File: config.mk
export PLATFORM = sky130hd
export DESIGN_NAME = cnt_chain
export DESIGN_NICKNAME = d
export VERILOG_FILES = /design/src/rtl/cnt_pkg.sv /design/src/rtl/cnt_next_state.sv /design/src/rtl/cnt_term_detect.sv /design/src/rtl/cnt_stage.sv /design/src/rtl/cnt_chain.sv
export SDC_FILE = /design/constraint.sdc
export NUM_CORES = 1
export LEC_CHECK = 0
export ABC_AREA = 1
export CAP_MARGIN = 30
export CELL_PAD_IN_SITES_DETAIL_PLACEMENT = 1
export CELL_PAD_IN_SITES_GLOBAL_PLACEMENT = 2
export CORE_MARGIN = 10
export CORE_UTILIZATION = 21
export CTS_BUF_LIST = sky130_fd_sc_hd__clkbuf_8 sky130_fd_sc_hd__clkbuf_16
export CTS_CLUSTER_DIAMETER = 40
export DETAILED_ROUTE_END_ITERATION = 8
export PLACE_DENSITY_LB_ADDON = 0.1
export SLEW_MARGIN = 5
export SYNTH_ARGS = -nofsm -noshare
export SYNTH_HDL_FRONTEND = slang
export SYNTH_SLANG_ARGS = --single-unit
File: constraint.sdc
create_clock -name clk -period 1.68 [get_ports clk]
set_input_delay 0.168 -clock clk [delete_from_list [all_inputs] [get_ports clk]]
set_output_delay 0.168 -clock clk [all_outputs]
set_load 0.02 [all_outputs]
File: src/rtl/cnt_pkg.sv
package cnt_pkg;

   typedef enum logic [1:0] {
      OP_HOLD = 2'd0,
      OP_LOAD = 2'd1,
      OP_INC  = 2'd2,
      OP_DEC  = 2'd3
   } cnt_op_e;

   function automatic cnt_op_e decode_op(input logic load_n,
                                         input logic en_a_n,
                                         input logic en_b_n,
                                         input logic up);
      if (!load_n)
         return OP_LOAD;
      else if (!en_a_n && !en_b_n)
         return up ? OP_INC : OP_DEC;
      else
         return OP_HOLD;
   endfunction

endpackage

File: src/rtl/cnt_next_state.sv
module cnt_next_state
   import cnt_pkg::*;
#(
   parameter int SLICE_W = 4
) (
   input  cnt_op_e             op,
   input  logic [SLICE_W-1:0]  cur,
   input  logic [SLICE_W-1:0]  preset,
   output logic [SLICE_W-1:0]  nxt
);
   localparam logic [SLICE_W-1:0] ONE = SLICE_W'(1);

   always_comb begin
      unique case (op)
         OP_LOAD: nxt = preset;
         OP_INC:  nxt = cur + ONE;
         OP_DEC:  nxt = cur - ONE;
         default: nxt = cur;
      endcase
   end
endmodule

File: src/rtl/cnt_term_detect.sv
module cnt_term_detect #(
   parameter int SLICE_W = 4
) (
   input  logic [SLICE_W-1:0] value,
   input  logic               up,
   input  logic               gate_n,
   output logic               term_n
);
   logic at_top;
   logic at_bottom;
   logic hit;

   always_comb begin
      at_top    = &value;
      at_bottom = ~|value;
      hit       = up ? at_top : at_bottom;
      term_n    = gate_n | ~hit;
   end
endmodule

File: src/rtl/cnt_stage.sv
module cnt_stage
   import cnt_pkg::*;
#(
   parameter int SLICE_W = 4
) (
   input  logic               clk,
   input  logic               rst,
   input  logic               load_n,
   input  logic               up,
   input  logic               en_shared_n,
   input  logic               en_chain_n,
   input  logic [SLICE_W-1:0] preset,
   output logic [SLICE_W-1:0] q,
   output logic               term_n
);
   cnt_op_e            op;
   logic [SLICE_W-1:0] q_next;

   assign op = decode_op(load_n, en_shared_n, en_chain_n, up);

   cnt_next_state #(.SLICE_W(SLICE_W)) u_next (
      .op     (op),
      .cur    (q),
      .preset (preset),
      .nxt    (q_next)
   );

   always_ff @(posedge clk) begin
      if (rst)
         q <= '0;
      else
         q <= q_next;
   end

   cnt_term_detect #(.SLICE_W(SLICE_W)) u_term (
      .value  (q),
      .up     (up),
      .gate_n (en_chain_n),
      .term_n (term_n)
   );
endmodule

File: src/rtl/cnt_chain.sv
module cnt_chain #(
   parameter int NUM_STAGES = 2,
   parameter int STAGE_W    = 4
) (
   input  logic                            clk,
   input  logic                            rst,
   input  logic                            load_n,
   input  logic                            dir_up,
   input  logic                            cnt_en_n,
   input  logic                            chain_en_n,
   input  logic [NUM_STAGES*STAGE_W-1:0]   data_in,
   output logic [NUM_STAGES*STAGE_W-1:0]   count_out,
   output logic                            carry_n
);
   localparam int CNT_W = NUM_STAGES * STAGE_W;

   generate
      if (NUM_STAGES < 1) begin : g_bad_stages
         $error("cnt_chain: NUM_STAGES must be at least 1");
      end
      if (STAGE_W < 1) begin : g_bad_width
         $error("cnt_chain: STAGE_W must be at least 1");
      end
   endgenerate

   logic [NUM_STAGES:0] link_n;

   assign link_n[0] = chain_en_n;

   for (genvar k = 0; k < NUM_STAGES; k++) begin : g_stage
      cnt_stage #(.SLICE_W(STAGE_W)) u_stage (
         .clk         (clk),
         .rst         (rst),
         .load_n      (load_n),
         .up          (dir_up),
         .en_shared_n (cnt_en_n),
         .en_chain_n  (link_n[k]),
         .preset      (data_in[k*STAGE_W +: STAGE_W]),
         .q           (count_out[k*STAGE_W +: STAGE_W]),
         .term_n      (link_n[k+1])
      );
   end

   assign carry_n = link_n[NUM_STAGES];
endmodule

======== Word-level counts from Yosys, hierarchy flattened ========
Cells that the tools add are included.
word-level totals
  flip-flop bits (word level) ............. 8
  bits of input ports ..................... 14
  output and inout port bits .............. 9
  word-level logic and storage cells ...... 38
cells by class
  add/sub/neg operators ................... 4
  equality and inequality tests ........... 6
  multiplexer cells ....................... 9
  bitwise logic cells ..................... 4
  reductions and logical operators ........ 13
operators by type and width
  operator                                           count
  one-hot mux 4 bit (3 select lines)                 2
  adder 4 x 1 -> 4 bit (second input constant)       2
  == test 2 bit (second input constant)              4
  two-way mux 2 bit                                  4
  AND reduction 4 bit                                2
  OR reduction 4 bit                                 2
  subtractor 4 x 1 -> 4 bit (second input constant)  2
  nonzero test 3 bit                                 2
  zero test 1 bit                                    5
  == test 2 x 1 -> 1 bit (second input constant)     2
  two-way mux 1 bit                                  3
  logical AND 1 bit                                  2
  NOT 1 bit                                          2
  OR 1 bit                                           2

======== Logic depth before layout (Yosys ltp) ========
Gate-level depths: netlist (run 1).
  depth after elaboration ................. 11
  gate-level depth with buffers ........... 15

======== Hierarchy ========
Synthesis (run 1) repeated with hierarchy kept, for this count alone.
second synthesis, totals
  cells, all modules ...................... 142
  area total of the unflattened synthesis .. 805.8 µm²
modules (own cells, without submodules)
  module           instances  cells each  area each (µm²)  sequential area each (µm²)
  cnt_next_state   2          42          219.0            0.0
  cnt_stage        2          17          137.6            80.1
  cnt_term_detect  2          12          46.3             0.0

======== Worst setup path before layout (run 1) ========
No wires, ideal clock.
  path type ............................... flip-flop to flip-flop
  start point ............................. register g_stage[0].u_stage.q[0]
  end point ............................... register g_stage[1].u_stage.q[3]
  setup time .............................. 0.111 ns
  arrival ................................. 1.882 ns
  required time ........................... 1.569 ns
  setup slack ............................. -0.314 ns
  stages on the path, launching flop included .. 16
  period minus slack after synthesis ...... 1.994 ns
  path through ............................ dfxtp_1 inv_2 nor2_4 nand2_2 nand2_4 nand3_2 nor2_1 ha_1 a21oi_1 nand2_1 nand2_1 nand2_1 inv_1 nor2_1 nor2_1 nor2_1
on the way
  longest elaborated chain between the ends .. 11
  elaborated cells on any way between the ends .. 15
RTL lines
  element                                                                          RTL line               RTL
  start, declared                                                                  cnt_stage.sv:13        output logic [SLICE_W-1:0] q,
  start signal, assigned                                                           cnt_stage.sv:32        q <= q_next;
  OR reduction 4 bit                                                               cnt_term_detect.sv:15  at_bottom = ~|value;
  zero test 1 bit                                                                  cnt_term_detect.sv:15
  two-way mux 1 bit *                                                              cnt_term_detect.sv:16  hit = up ? at_top : at_bottom;
  NOT 1 bit *                                                                      cnt_term_detect.sv:17  term_n = gate_n | ~hit;
  OR 1 bit *                                                                       cnt_term_detect.sv:17
  zero test 1 bit *                                                                cnt_pkg.sv:16          else if (!en_a_n && !en_b_n)
  logical AND 1 bit *                                                              cnt_pkg.sv:16
  two-way mux 2 bit *                                                              cnt_pkg.sv:16
  two-way mux 2 bit *                                                              cnt_pkg.sv:14          if (!load_n)
  == test 2 bit / == test 2 x 1 -> 1 bit (equally long branches)                   cnt_next_state.sv:14   unique case (op)
  one-hot mux 4 bit (3 select lines) / nonzero test 3 bit (equally long branches)  --
  end signal, assigned                                                             cnt_stage.sv:32
  end, declared                                                                    cnt_stage.sv:13
Mark *: on every way between the ends. The rest lies on a longest branch, timed or not.
A chain may end at the register's enable or synchronous reset.

======== Worst setup path in the final report (run 1) ========
  start point ............................. input port cnt_en_n
  end point ............................... register g_stage[0].u_stage.q[1]
on the way
  longest elaborated chain between the ends .. 6
  elaborated cells on any way between the ends .. 9
RTL lines
  element                                                                          RTL line              RTL
  start, declared                                                                  cnt_chain.sv:9        input logic cnt_en_n,
  zero test 1 bit *                                                                cnt_pkg.sv:16
  logical AND 1 bit *                                                              cnt_pkg.sv:16
  two-way mux 2 bit *                                                              cnt_pkg.sv:16
  two-way mux 2 bit *                                                              cnt_pkg.sv:14
  == test 2 bit / == test 2 x 1 -> 1 bit (equally long branches)                   cnt_next_state.sv:14
  one-hot mux 4 bit (3 select lines) / nonzero test 3 bit (equally long branches)  --
Marked as above.

==> results.md, run 1 <==
- Fmax: 538.9 MHz
- Total GRT Usage: 8.258%
- DRC: 0
- CTS tree: built
- CTS Buf Count: 3
- Largest register FFs: 8
- Layout cells sized above 1: 35.44%
- Crit end category: flop
- Pwr/cell area: 548.1 nW/um2
- Via-to-Cell Ratio: 4.248
- VDD IR max: 420.2 uV
- CP cell instances: clkdlybuf4s50_1, nor2_4, nand2_1, nor2_2, inv_1, fa_2, o2bb2ai_1, o21ai_0, inv_1
- Worst path slowest cell: fa_2
- Nets: 179
- Number of fill cells: 404
- Sink Count: 8
- Clk_lat worst skew: 0.23 ns
- FFs w/ async S/R, synth: 0%
- Mapped cell area: 705.7 um2
- Max Buffers Root-to-Sink: 2
- Unrepaired setup endpoints after global routing: true
- Mean Syn Cell Area: 6.595 um2
- Crit-path max FO: 3
- Tcrit/Tclk final: 110.4%
- DRT iter0 DRCs: 9
- P_leak: 0.6392 nW
- Initial antenna violation count: 0
- ANT nets after route: 0
- Top Registers: g_stage.u_stage.q: 8 flops
- Count of cell types in the netlist: 23
- Sequential fraction of the synthesis area: 22.70%
- CTS root buf: clkbuf_8
- Die area: 6079 um2
- Status: complete, but fails checks
- Number of synthesized register bits: 8
- Min-delay worst type: input port to flop
- Pins over their slew limit: 0
- Largest Register: g_stage.u_stage.q
- WP data arrival: 1.98 ns
- Starting density of the core: 22.56%
- Pre-CTS setup slack: -0.5912 ns
- Syn nets: 127
- Chip Width: 77.97 um
- Number of global-route vias before repair: 883
- Yosys warning total: 0
- Largest delay share family, worst path: buffers and inverters
- TritonRoute pass-1 iters: 4
- Syn Inst Count: 107
- Post-layout util: 41.72%
- Top cell by count, worst path: inv_1
- IO Count: 23
- Final worst slack: -0.1755 ns
- Total wire length: 2.507 mm
- Die Height: 77.97 um
- Final hold violations: 0
- WS Path Type: input port to flop
- Area of the core: 3128 um2
- Final min period: 1.855 ns
- Placer's final routability congestion estimate: 0.7553
- Seq. cell area: 175.2 um2
- Area grow syn2layout: 84.93%
- Worst-path clk slew: 0.05 ns
- Crit path buf inv count: 3
- Critical Path RT: 1.80 ns
- Crit path launch type: input port
- Diode count: 0
- Violated checks: setup timing
- Std-Cell Rows: 20
- Setup slack, reg-to-reg: -0.14 ns
- IO Port Bufs: 22
- Routed len/inst: 12.41 um
- Vias: 858
- Worst-Margin Slew: 0.2514 ns
- Final setup viols: 6
- Primary FF master, synth: dfxtp_1
- Number of max-cap violations: 0
- Rel. slew slack: 83.06%
- Largest stage delay, worst path: 0.52 ns
- Area of the multi-input gates: 528.0 um2
- CTS HTree Levels: 1
- First-pass GRT wire length: 4.181 mm
- Largest net degree at the start of global routing: 9
- EDFF count, synth: 0
- Total power: 0.0007152 W
- Grt total ovfl: 0
- Max Clock Skew: 0.001824 ns
- DP HPWL: 2.130 mm
-- cell usage in the layout (no fill, tap or decap), types with 2 or more instances in the layout --
cell type / count
dlygate4sd2_1: 2
inv_2: 4
inv_1: 17
ha_1: 3
clkdlybuf4s50_1: 19
dfxtp_4: 4
nor2_1: 8
nand2_1: 23
buf_4: 25
nand2_2: 2
fa_2: 2
nand2_4: 2
nor2_4: 5
nand4_1: 4
xnor2_1: 2
dfxtp_1: 4
nand3_1: 10
clkbuf_8: 3
a21oi_1: 3
-- routing by layer --
metal,global-route usage [%],wire length (um),up-vias
met5,0,0,-
met4,1.075,0,0
met3,2.419,90,0
met2,13.02,1189,18
met1,11.07,1227,394
li1,-,-,446
-- Yosys cell counts, types with 4 or more instances --
cell type,n,share of area (%)
nand2_1,24,13
inv_1,19,10
nor2_1,12,6.4
nand3_1,10,7.1
dfxtp_1,8,23
a21oi_1,4,2.8
ha_1,4,7.1
nand4_1,4,3.5
-- through the flow --
| stage | setup TNS, ns | cells | hold WS, ns | instance area [um2] |
|---|---|---|---|---|
| 2_1_floorplan | -0.2533 | 107 | 0.2277 | 732.0 |
| 3_3_place_gp | -3.077 | 193 | 0.6164 | 1170 |
| 3_5_place_dp | -3.369 | 193 | 0.6178 | 1170 |
| 4_1_cts | -0.6973 | 198 | 0.5130 | 1244 |
| 5_1_grt | -1.468 | 202 | 0.5382 | 1305 |
| 6_report | -0.7132 | 202 | 0.5242 | 1305 |
-- layout make-up --
cell class,instances,share of cell area (%)
multi-input combinational,77,40.46
timing repair buffer,48,32.21
sequential,8,13.42
inverter,21,6.232
tap,44,4.219
clock buffer,3,3.164
clock inverter,1,0.2876
-- logic make-up (layout without fill, tap and decap cells) --
| logic type | Yosys count | after routing | synth area share (%) |
|---|---|---|---|
| compound gates | 11 | 11 | 9.931 |
| xor+xnor | 2 | 2 | 2.483 |
| fa+ha+maj | 6 | 6 | 12.77 |
| buf+inv | 22 | 73 | 12.24 |
| flops | 8 | 8 | 22.69 |
| simple gates | 58 | 58 | 39.89 |
-- what timing repair did --
item                       4_1_cts  5_1_grt
resized for setup                9       12
buffers inserted                 1        4
hold buffers                     0        0
pin swaps                        2        8
setup endpoints to repair        7        7
-- worst reg2reg max path, stage by stage (launching register included) --
cell     delay (ns)
dfxtp_4        0.36
nor2_4         0.10
nand3_2        0.11
nand2_4        0.10
nand3_4        0.07
nor2_4         0.14
inv_2          0.05
fa_2           0.52
inv_2          0.03
nand4_1        0.08
nand3_1        0.08
nand2_1        0.06
inv_1          0.04
-- worst paths after layout --
path,startpoint,to,cells after the start
setup / recovery,cnt_en_n,g_stage[0].u_stage.q[1],9
hold / removal,data_in[2],g_stage[0].u_stage.q[2],3
setup reg to reg,g_stage[0].u_stage.q[1],g_stage[1].u_stage.q[1],12
hold reg to reg,g_stage[1].u_stage.q[1],g_stage[1].u_stage.q[1],4
-- power by group --
part / internal, W / leakage, nW / switching, W
Combinational: 0.000136 / 0.544 / 0.000120
Sequential: 0.000201 / 0.0687 / 0.0000166
Clock: 0.000159 / 0.0269 / 0.0000833
Total: 0.000496 / 0.639 / 0.000219
(Power assumes the default switching activity.)
==> run 2, diff against run 1 <==
TNS_END_PERCENT = 100   (was not set)
==> results of run 2 <==
The final DEF is identical to that of run 1; final timing and power are the same.
